**src/rtl/mdrop_pkg.sv**
```systemverilog
package mdrop_pkg;

    // Decision taken for one received character
    typedef struct packed {
        logic keep;   // character is meant for the FIFO
        logic perr;   // stored parity-error flag (address marker)
        logic ferr;   // stored framing-error flag
    } verdict_t;

    function automatic verdict_t classify(input logic mode,
                                          input logic rcv,
                                          input logic bit9,
                                          input logic ferr);
        verdict_t v;
        v.keep = mode ? (bit9 | rcv) : 1'b1;
        v.perr = mode & bit9;
        v.ferr = ferr;
        return v;
    endfunction

    function automatic logic line_event(input verdict_t v, input logic full);
        return v.keep & (v.perr | v.ferr | full);
    endfunction

endpackage

```
**src/rtl/mdrop_classify.sv**
```systemverilog
module mdrop_classify
    import mdrop_pkg::*;
(
    input  logic     mode_en,
    input  logic     rcv_en,
    input  logic     rx_bit9,
    input  logic     rx_ferr,
    output verdict_t verdict
);
    always_comb verdict = classify(mode_en, rcv_en, rx_bit9, rx_ferr);
endmodule

```
**src/rtl/mdrop_push_stage.sv**
```systemverilog
module mdrop_push_stage
    import mdrop_pkg::*;
#(
    parameter int DATA_W = 8
) (
    input  logic              clk,
    input  logic              rst,
    input  logic              rx_valid,
    input  logic [DATA_W-1:0] rx_data,
    input  verdict_t          verdict,
    input  logic              fifo_full,
    input  logic              lsr_read,
    output logic              push,
    output logic [DATA_W-1:0] push_data,
    output logic              push_perr,
    output logic              push_ferr,
    output logic              overrun
);
    logic accept, do_push, ovr_hit;

    always_comb begin
        accept  = rx_valid & verdict.keep;
        do_push = accept & ~fifo_full;
        ovr_hit = accept & fifo_full;
    end

    always_ff @(posedge clk) begin
        if (rst) begin
            push      <= 1'b0;
            push_perr <= 1'b0;
            push_ferr <= 1'b0;
            push_data <= '0;
        end else begin
            push      <= do_push;
            push_perr <= do_push & verdict.perr;
            push_ferr <= do_push & verdict.ferr;
            if (do_push) push_data <= rx_data;
        end
    end

    always_ff @(posedge clk) begin
        if (rst)           overrun <= 1'b0;
        else if (ovr_hit)  overrun <= 1'b1;
        else if (lsr_read) overrun <= 1'b0;
    end


    no_push_when_full_chk: assert property (@(posedge clk) disable iff (rst)
        (rx_valid && fifo_full) |=> !push);

    overrun_sticky_chk: assert property (@(posedge clk) disable iff (rst)
        (overrun && !lsr_read) |=> overrun);

    push_has_source_chk: assert property (@(posedge clk) disable iff (rst)
        push |-> $past(rx_valid));
endmodule

```
**src/rtl/mdrop_lsi_ctrl.sv**
```systemverilog
module mdrop_lsi_ctrl (
    input  logic clk,
    input  logic rst,
    input  logic line_evt,
    input  logic lsr_read,
    input  logic lsi_en,
    output logic lsi_irq
);
    logic pend;

    always_ff @(posedge clk) begin
        if (rst)           pend <= 1'b0;
        else if (line_evt) pend <= 1'b1;
        else if (lsr_read) pend <= 1'b0;
    end

    assign lsi_irq = pend & lsi_en;


    read_clears_chk: assert property (@(posedge clk) disable iff (rst)
        (lsr_read && !line_evt) |=> !lsi_irq);

    event_sets_chk: assert property (@(posedge clk) disable iff (rst)
        (line_evt && lsi_en) |=> (lsi_irq || !lsi_en));
endmodule

```
**src/rtl/mdrop_addr_filter.sv**
```systemverilog
module mdrop_addr_filter
    import mdrop_pkg::*;
#(
    parameter int DATA_W = 8
) (
    input  logic              clk,
    input  logic              rst,
    input  logic              mode_en,
    input  logic              rcv_en,
    input  logic              lsi_en,
    input  logic              rx_valid,
    input  logic [DATA_W-1:0] rx_data,
    input  logic              rx_bit9,
    input  logic              rx_ferr,
    input  logic              fifo_full,
    input  logic              lsr_read,
    output logic              push,
    output logic [DATA_W-1:0] push_data,
    output logic              push_perr,
    output logic              push_ferr,
    output logic              overrun,
    output logic              lsi_irq
);
    verdict_t verdict;
    logic     line_evt;

    mdrop_classify u_classify (
        .mode_en (mode_en),
        .rcv_en  (rcv_en),
        .rx_bit9 (rx_bit9),
        .rx_ferr (rx_ferr),
        .verdict (verdict)
    );

    assign line_evt = rx_valid & line_event(verdict, fifo_full);

    mdrop_push_stage #(.DATA_W(DATA_W)) u_push (
        .clk       (clk),
        .rst       (rst),
        .rx_valid  (rx_valid),
        .rx_data   (rx_data),
        .verdict   (verdict),
        .fifo_full (fifo_full),
        .lsr_read  (lsr_read),
        .push      (push),
        .push_data (push_data),
        .push_perr (push_perr),
        .push_ferr (push_ferr),
        .overrun   (overrun)
    );

    mdrop_lsi_ctrl u_lsi (
        .clk      (clk),
        .rst      (rst),
        .line_evt (line_evt),
        .lsr_read (lsr_read),
        .lsi_en   (lsi_en),
        .lsi_irq  (lsi_irq)
    );


    drop_data_chk: assert property (@(posedge clk) disable iff (rst)
        (rx_valid && mode_en && !rcv_en && !rx_bit9) |=> !push);

    address_flag_chk: assert property (@(posedge clk) disable iff (rst)
        (rx_valid && mode_en && rx_bit9 && !fifo_full) |=> (push && push_perr));

    plain_mode_chk: assert property (@(posedge clk) disable iff (rst)
        (rx_valid && !mode_en && !fifo_full) |=> (push && !push_perr));
endmodule

```
**config.mk**
```make
export PLATFORM = sky130hd
export DESIGN_NAME = mdrop_addr_filter
export DESIGN_NICKNAME = d
export VERILOG_FILES = /design/src/rtl/mdrop_pkg.sv /design/src/rtl/mdrop_classify.sv /design/src/rtl/mdrop_push_stage.sv /design/src/rtl/mdrop_lsi_ctrl.sv /design/src/rtl/mdrop_addr_filter.sv
export SDC_FILE = /design/constraint.sdc
export NUM_CORES = 1
export LEC_CHECK = 0
export ABC_AREA = 1
export BUFFER_PORTS_ARGS = -buffer_cell sky130_fd_sc_hd__buf_2
export CAP_MARGIN = 25
export CORE_MARGIN = 1.5
export CORE_UTILIZATION = 41
export DETAILED_ROUTE_END_ITERATION = 10
export GPL_ROUTABILITY_DRIVEN = 0
export PLACE_DENSITY = 0.73
export SETUP_SLACK_MARGIN = 0.5
export SKIP_LAST_GASP = 1
export SYNTH_ARGS = -nofsm -noshare
export SYNTH_HDL_FRONTEND = slang
export SYNTH_HIERARCHICAL = 1
export SYNTH_SLANG_ARGS = --single-unit
```
**constraint.sdc**
```tcl
create_clock -name clk -period 0.94 [get_ports clk]
set_input_delay 0.094 -clock clk [delete_from_list [all_inputs] [get_ports clk]]
set_output_delay 0.094 -clock clk [all_outputs]
set_load 0.05 [all_outputs]
```
Word-level counts from Yosys, hierarchy flattened
Index checks and enable logic that the tools add are counted.
Widths: inputs -> output; s select.
- flip-flop bits (word level): 13
- latch bits: 0
- memory bits (writable): 0
- ROM bits: 0
- input bits: 18
- output and inout port bits: 13
- logic and storage cells: 25
- memories kept: 0
- $add $sub $neg: 0
- $mul: 0
- div/mod/pow operators: 0
- magnitude comparators: 0
- equal/unequal tests: 0
- shift operators: 0
- muxes and demuxes: 4
- bitwise gates (word level): 13
- reductions and logical operators: 2
- operators with widths (kind ; number):
    $and 1x1->1 ; 9
    $mux 1 ; 4
    $reduce_bool 2->1 ; 2
    $or 1x1->1 ; 3
    $not 1->1 ; 1

Depth between registers and ports, before layout
- depth in word-level cells: 6
- mapped depth: 6
- gate-level depth less buffers: 6

By module
The synthesis kept the hierarchy.
- by module, submodules not included (module ; times used ; cells an instance ; area an instance (µm²) ; seq. area each (µm²)):
    mdrop_push_stage ; 1 ; 63 ; 473.0 ; 240.2
    mdrop_lsi_ctrl ; 1 ; 7 ; 47.5 ; 20.0
    mdrop_classify ; 1 ; 5 ; 22.5 ; 0.0
    mdrop_addr_filter ; 1 ; 4 ; 16.3 ; 0.0

Worst setup path before layout
Ideal clock, no wire load.
- path type: flip-flop to flip-flop
- start: register u_push/push_data[0] (netlist name)
- end: register u_push.push_data[0]
- setup time: 64 ps
- arrival: 858 ps
- required time: 876 ps
- slack: 18 ps
- stages on the path, launching flop included: 5
- buffers on the path: 0
- period minus slack after synthesis: 922 ps
- cell sequence: dfxtp_1 -> inv_1 -> nand2_1 -> nand2_1 -> nor2_1
- RTL lines (item ; RTL line ; source):
    to (signal assigned) ; mdrop_push_stage.sv:37 ; if (do_push) push_data <= rx_data;
    to (decl) ; mdrop_push_stage.sv:14 ; output logic [DATA_W-1:0] push_data,

Worst setup path in the final report
- start: register u_lsi.pend
- end: output lsi_irq
- cells in the longest elaborated chain, start to end: 1
- ends and longest elaborated chain (item ; RTL line ; source):
    from (decl) ; mdrop_lsi_ctrl.sv:9 ; logic pend;
    from (signal assigned) ; mdrop_lsi_ctrl.sv:12 ; if (rst) pend <= 1'b0;
    from (signal assigned) ; mdrop_lsi_ctrl.sv:13 ; else if (line_evt) pend <= 1'b1;
    from (signal assigned) ; mdrop_lsi_ctrl.sv:14 ; else if (lsr_read) pend <= 1'b0;
    $and 1x1->1 ; mdrop_lsi_ctrl.sv:17 ; assign lsi_irq = pend & lsi_en;
    to (decl) ; mdrop_addr_filter.sv:22 ; output logic lsi_irq
Every way passes these cells.

==> flow_summary.ini <==
[final_layout]
nets = 136
antenna_cells = 0
seq_area_um2 = 306.5
syn2layout_area_growth_pct = 89.49
layout-drive-gt1-share_pct = 63.25
fill_cells = 72
finalNonFillerCells = 132
final_util_pct = 82.47
multi_input_area_um2 = 315.3

[timing]
setup_ws_ps = -63.25
fin_crit_sh_pct = 106.7
rsz0062_at_grt = true
slew_viol_final = 0
finalSetupTns_ps = -63.25
finalSetupViolations = 1
relSlewSlack_pct = 80.62
final.min_clock_period_ps = 1003
fin_skew_ps = 0
whs_ps = 27.64
hold_viol_final = 0
tightest_slew_ps = 290.4
fmax_mhz = 996.8

[clock_tree]
cts_max_level = 1
clockBufferDepth = 2
insertion_delay_ps = 290
clkSinkCount = 13
root_buffer = clkbuf_4
tritoncts = done
clk_pin_slew_ps = 90
numCtsBuffers = 3

[synthesis]
netlist.area_leader.share_pct = 46.53
ys_warn_count = 6
synth_fp_nets = 97
async_flop_share_pct = 0
yosys-top-cells-count = nand2_1, nor2_1, inv_1
ys_seq_area_share_pct = 46.53
synth_largest_area_cell = dfxtp_1
syn_inst = 79
synthTopCellsByArea = dfxtp_1, nand2_1, nor2_1
synth.most_common_cell = nand2_1
syn_avg_cell_area_um2 = 7.080
netlist_area_um2 = 559.3
synth-edff-count = 0
synth_ff_type = dfxtp_1
synth-seq-cells = 13
ys_types = 11

[floorplan]
die_y_um = 39.94
rows = 13
start_util_pct = 43.52
die_x_um = 39.94
ios = 31
die-area_mm2 = 0.001595
core_area_mm2 = 0.001285

[place]
portBuffers = 30
dp_cells = 122
post-dp-hpwl_um = 819.4

[critical_path]
required_ps = 850
critical_path_arrival_ps = 910
cp-start-kind = register
path_max_fanout = 2
crit_type = register to primary output
end_kind = primary output

[power]
power_density_mw_per_mm2 = 1314
p_leak_uw = 0.0005093
ir_drop_mv = 1.076

[routing]
drtIter0Drc = 10
via_count = 629
drt.antenna.violating_nets = 0
wirelength_um = 1820
drc = 0
firstDrtPassIters = 4
wl_per_cell_um = 13.79
routed_via_density = 4.765

[grt]
grt_pass1_vias = 558
track_usage_pct = 22.91
grt_max_degree = 9
grt_pass1_wl_um = 2387
antenna_found_initial = 0
gr-total-overflow = 0

[run_status]
failed_checks = negative setup slack
status = complete, but fails checks

[job]
drv_cap = 0

[min_path]
min_path_type = input pin to register
-- worst max-delay path, stage by stage (launching register included) --
cell and delay, ps:
dfxtp_2 330, nand2_2 70, clkinvlp_4 70, buf_6 150
-- final cells by class --
cell class                 instances  share of cell area [%]
multi-input combinational         51                   29.75
timing repair buffer              33                   30.58
inverter                          16                   6.493
clock buffer                       4                   2.479
sequential                        13                   28.93
tap                               15                   1.771
-- through the flow --
step           cell area, µm²  power [µW]  worst slack (ps)
6_report                 1060        1392            -63.25
5_1_grt                  1060        1471            -111.6
4_1_cts                 996.0        1341            -61.31
3_5_place_dp            770.7       882.3             39.44
3_3_place_gp            770.7       877.3             73.73
2_1_floorplan           620.6       805.0             228.9
-- registers in the layout, summed over array words and instances (netlist names) --
| name | count |
|---|---|
| u_push/push_data | 8 |
| u_lsi/pend | 1 |
| u_push/overrun | 1 |
| u_push/push | 1 |
| u_push/push_ferr | 1 |
| u_push/push_perr | 1 |
-- power by group --
part	leakage (µW)	switching, µW	internal, µW
clock	0.0000150	198	165
sequential	0.000116	29.3	571
combinational	0.000379	250	179
-- cells in the final DEF, fill, tap and decap left out, types with 4 or more instances in the layout --
cell type	Yosys	layout
clkbuf_4	0	4
inv_1	16	7
buf_6	1	5
inv_2	0	7
dfxtp_4	0	12
nand2_1	22	17
nor2_1	19	16
buf_8	0	12
buf_2	0	13
nand2_2	0	4
nand3_4	1	4
-- cell families (layout without fill, tap and decap cells) --
| family | Yosys count | count (layout) | share of synthesized area (%) |
|---|---|---|---|
| AO/OA/AOI/OAI | 3 | 3 | 3.356 |
| buffers and inverters | 18 | 53 | 14.09 |
| flip-flops | 13 | 13 | 46.53 |
| AND/OR/NAND/NOR | 45 | 48 | 36.02 |
-- worst paths after layout --
check | endpoint | depth (start not counted) | start | slack (ps)
worst min register to register | u_lsi/pend$_SDFFE_PP0P_ | 2 | u_lsi/pend$_SDFFE_PP0P_ | 480
worst max register to register | u_push/push_data[4]$_SDFFE_PP0P_ | 5 | u_push/push_data[4]$_SDFFE_PP0P_ | 140
worst min-delay path | u_push/push_data[1]$_SDFFE_PP0P_ | 3 | rx_data[1] | 30
worst max-delay path | lsi_irq | 3 | u_lsi/pend$_SDFFE_PP0P_ | -60
-- per-layer routing --
metal	vias up	share of wire, %	track usage (%)
li1	312	-	-
met1	279	39	26.37
met2	30	52	38.71
met3	8	5.7	3.889
met4	0	3.2	14.66
met5	-	0	0
-- what timing repair did --
| action | in CTS | in global routing |
|---|---|---|
| hold buffers | 0 | 0 |
| setup endpoints to repair | 26 | 25 |
| buffers inserted | 1 | 2 |
| gates cloned | 3 | 0 |
| pin swaps | 2 | 5 |
| gates resized for setup | 52 | 14 |
(Power assumes the default switching activity.)
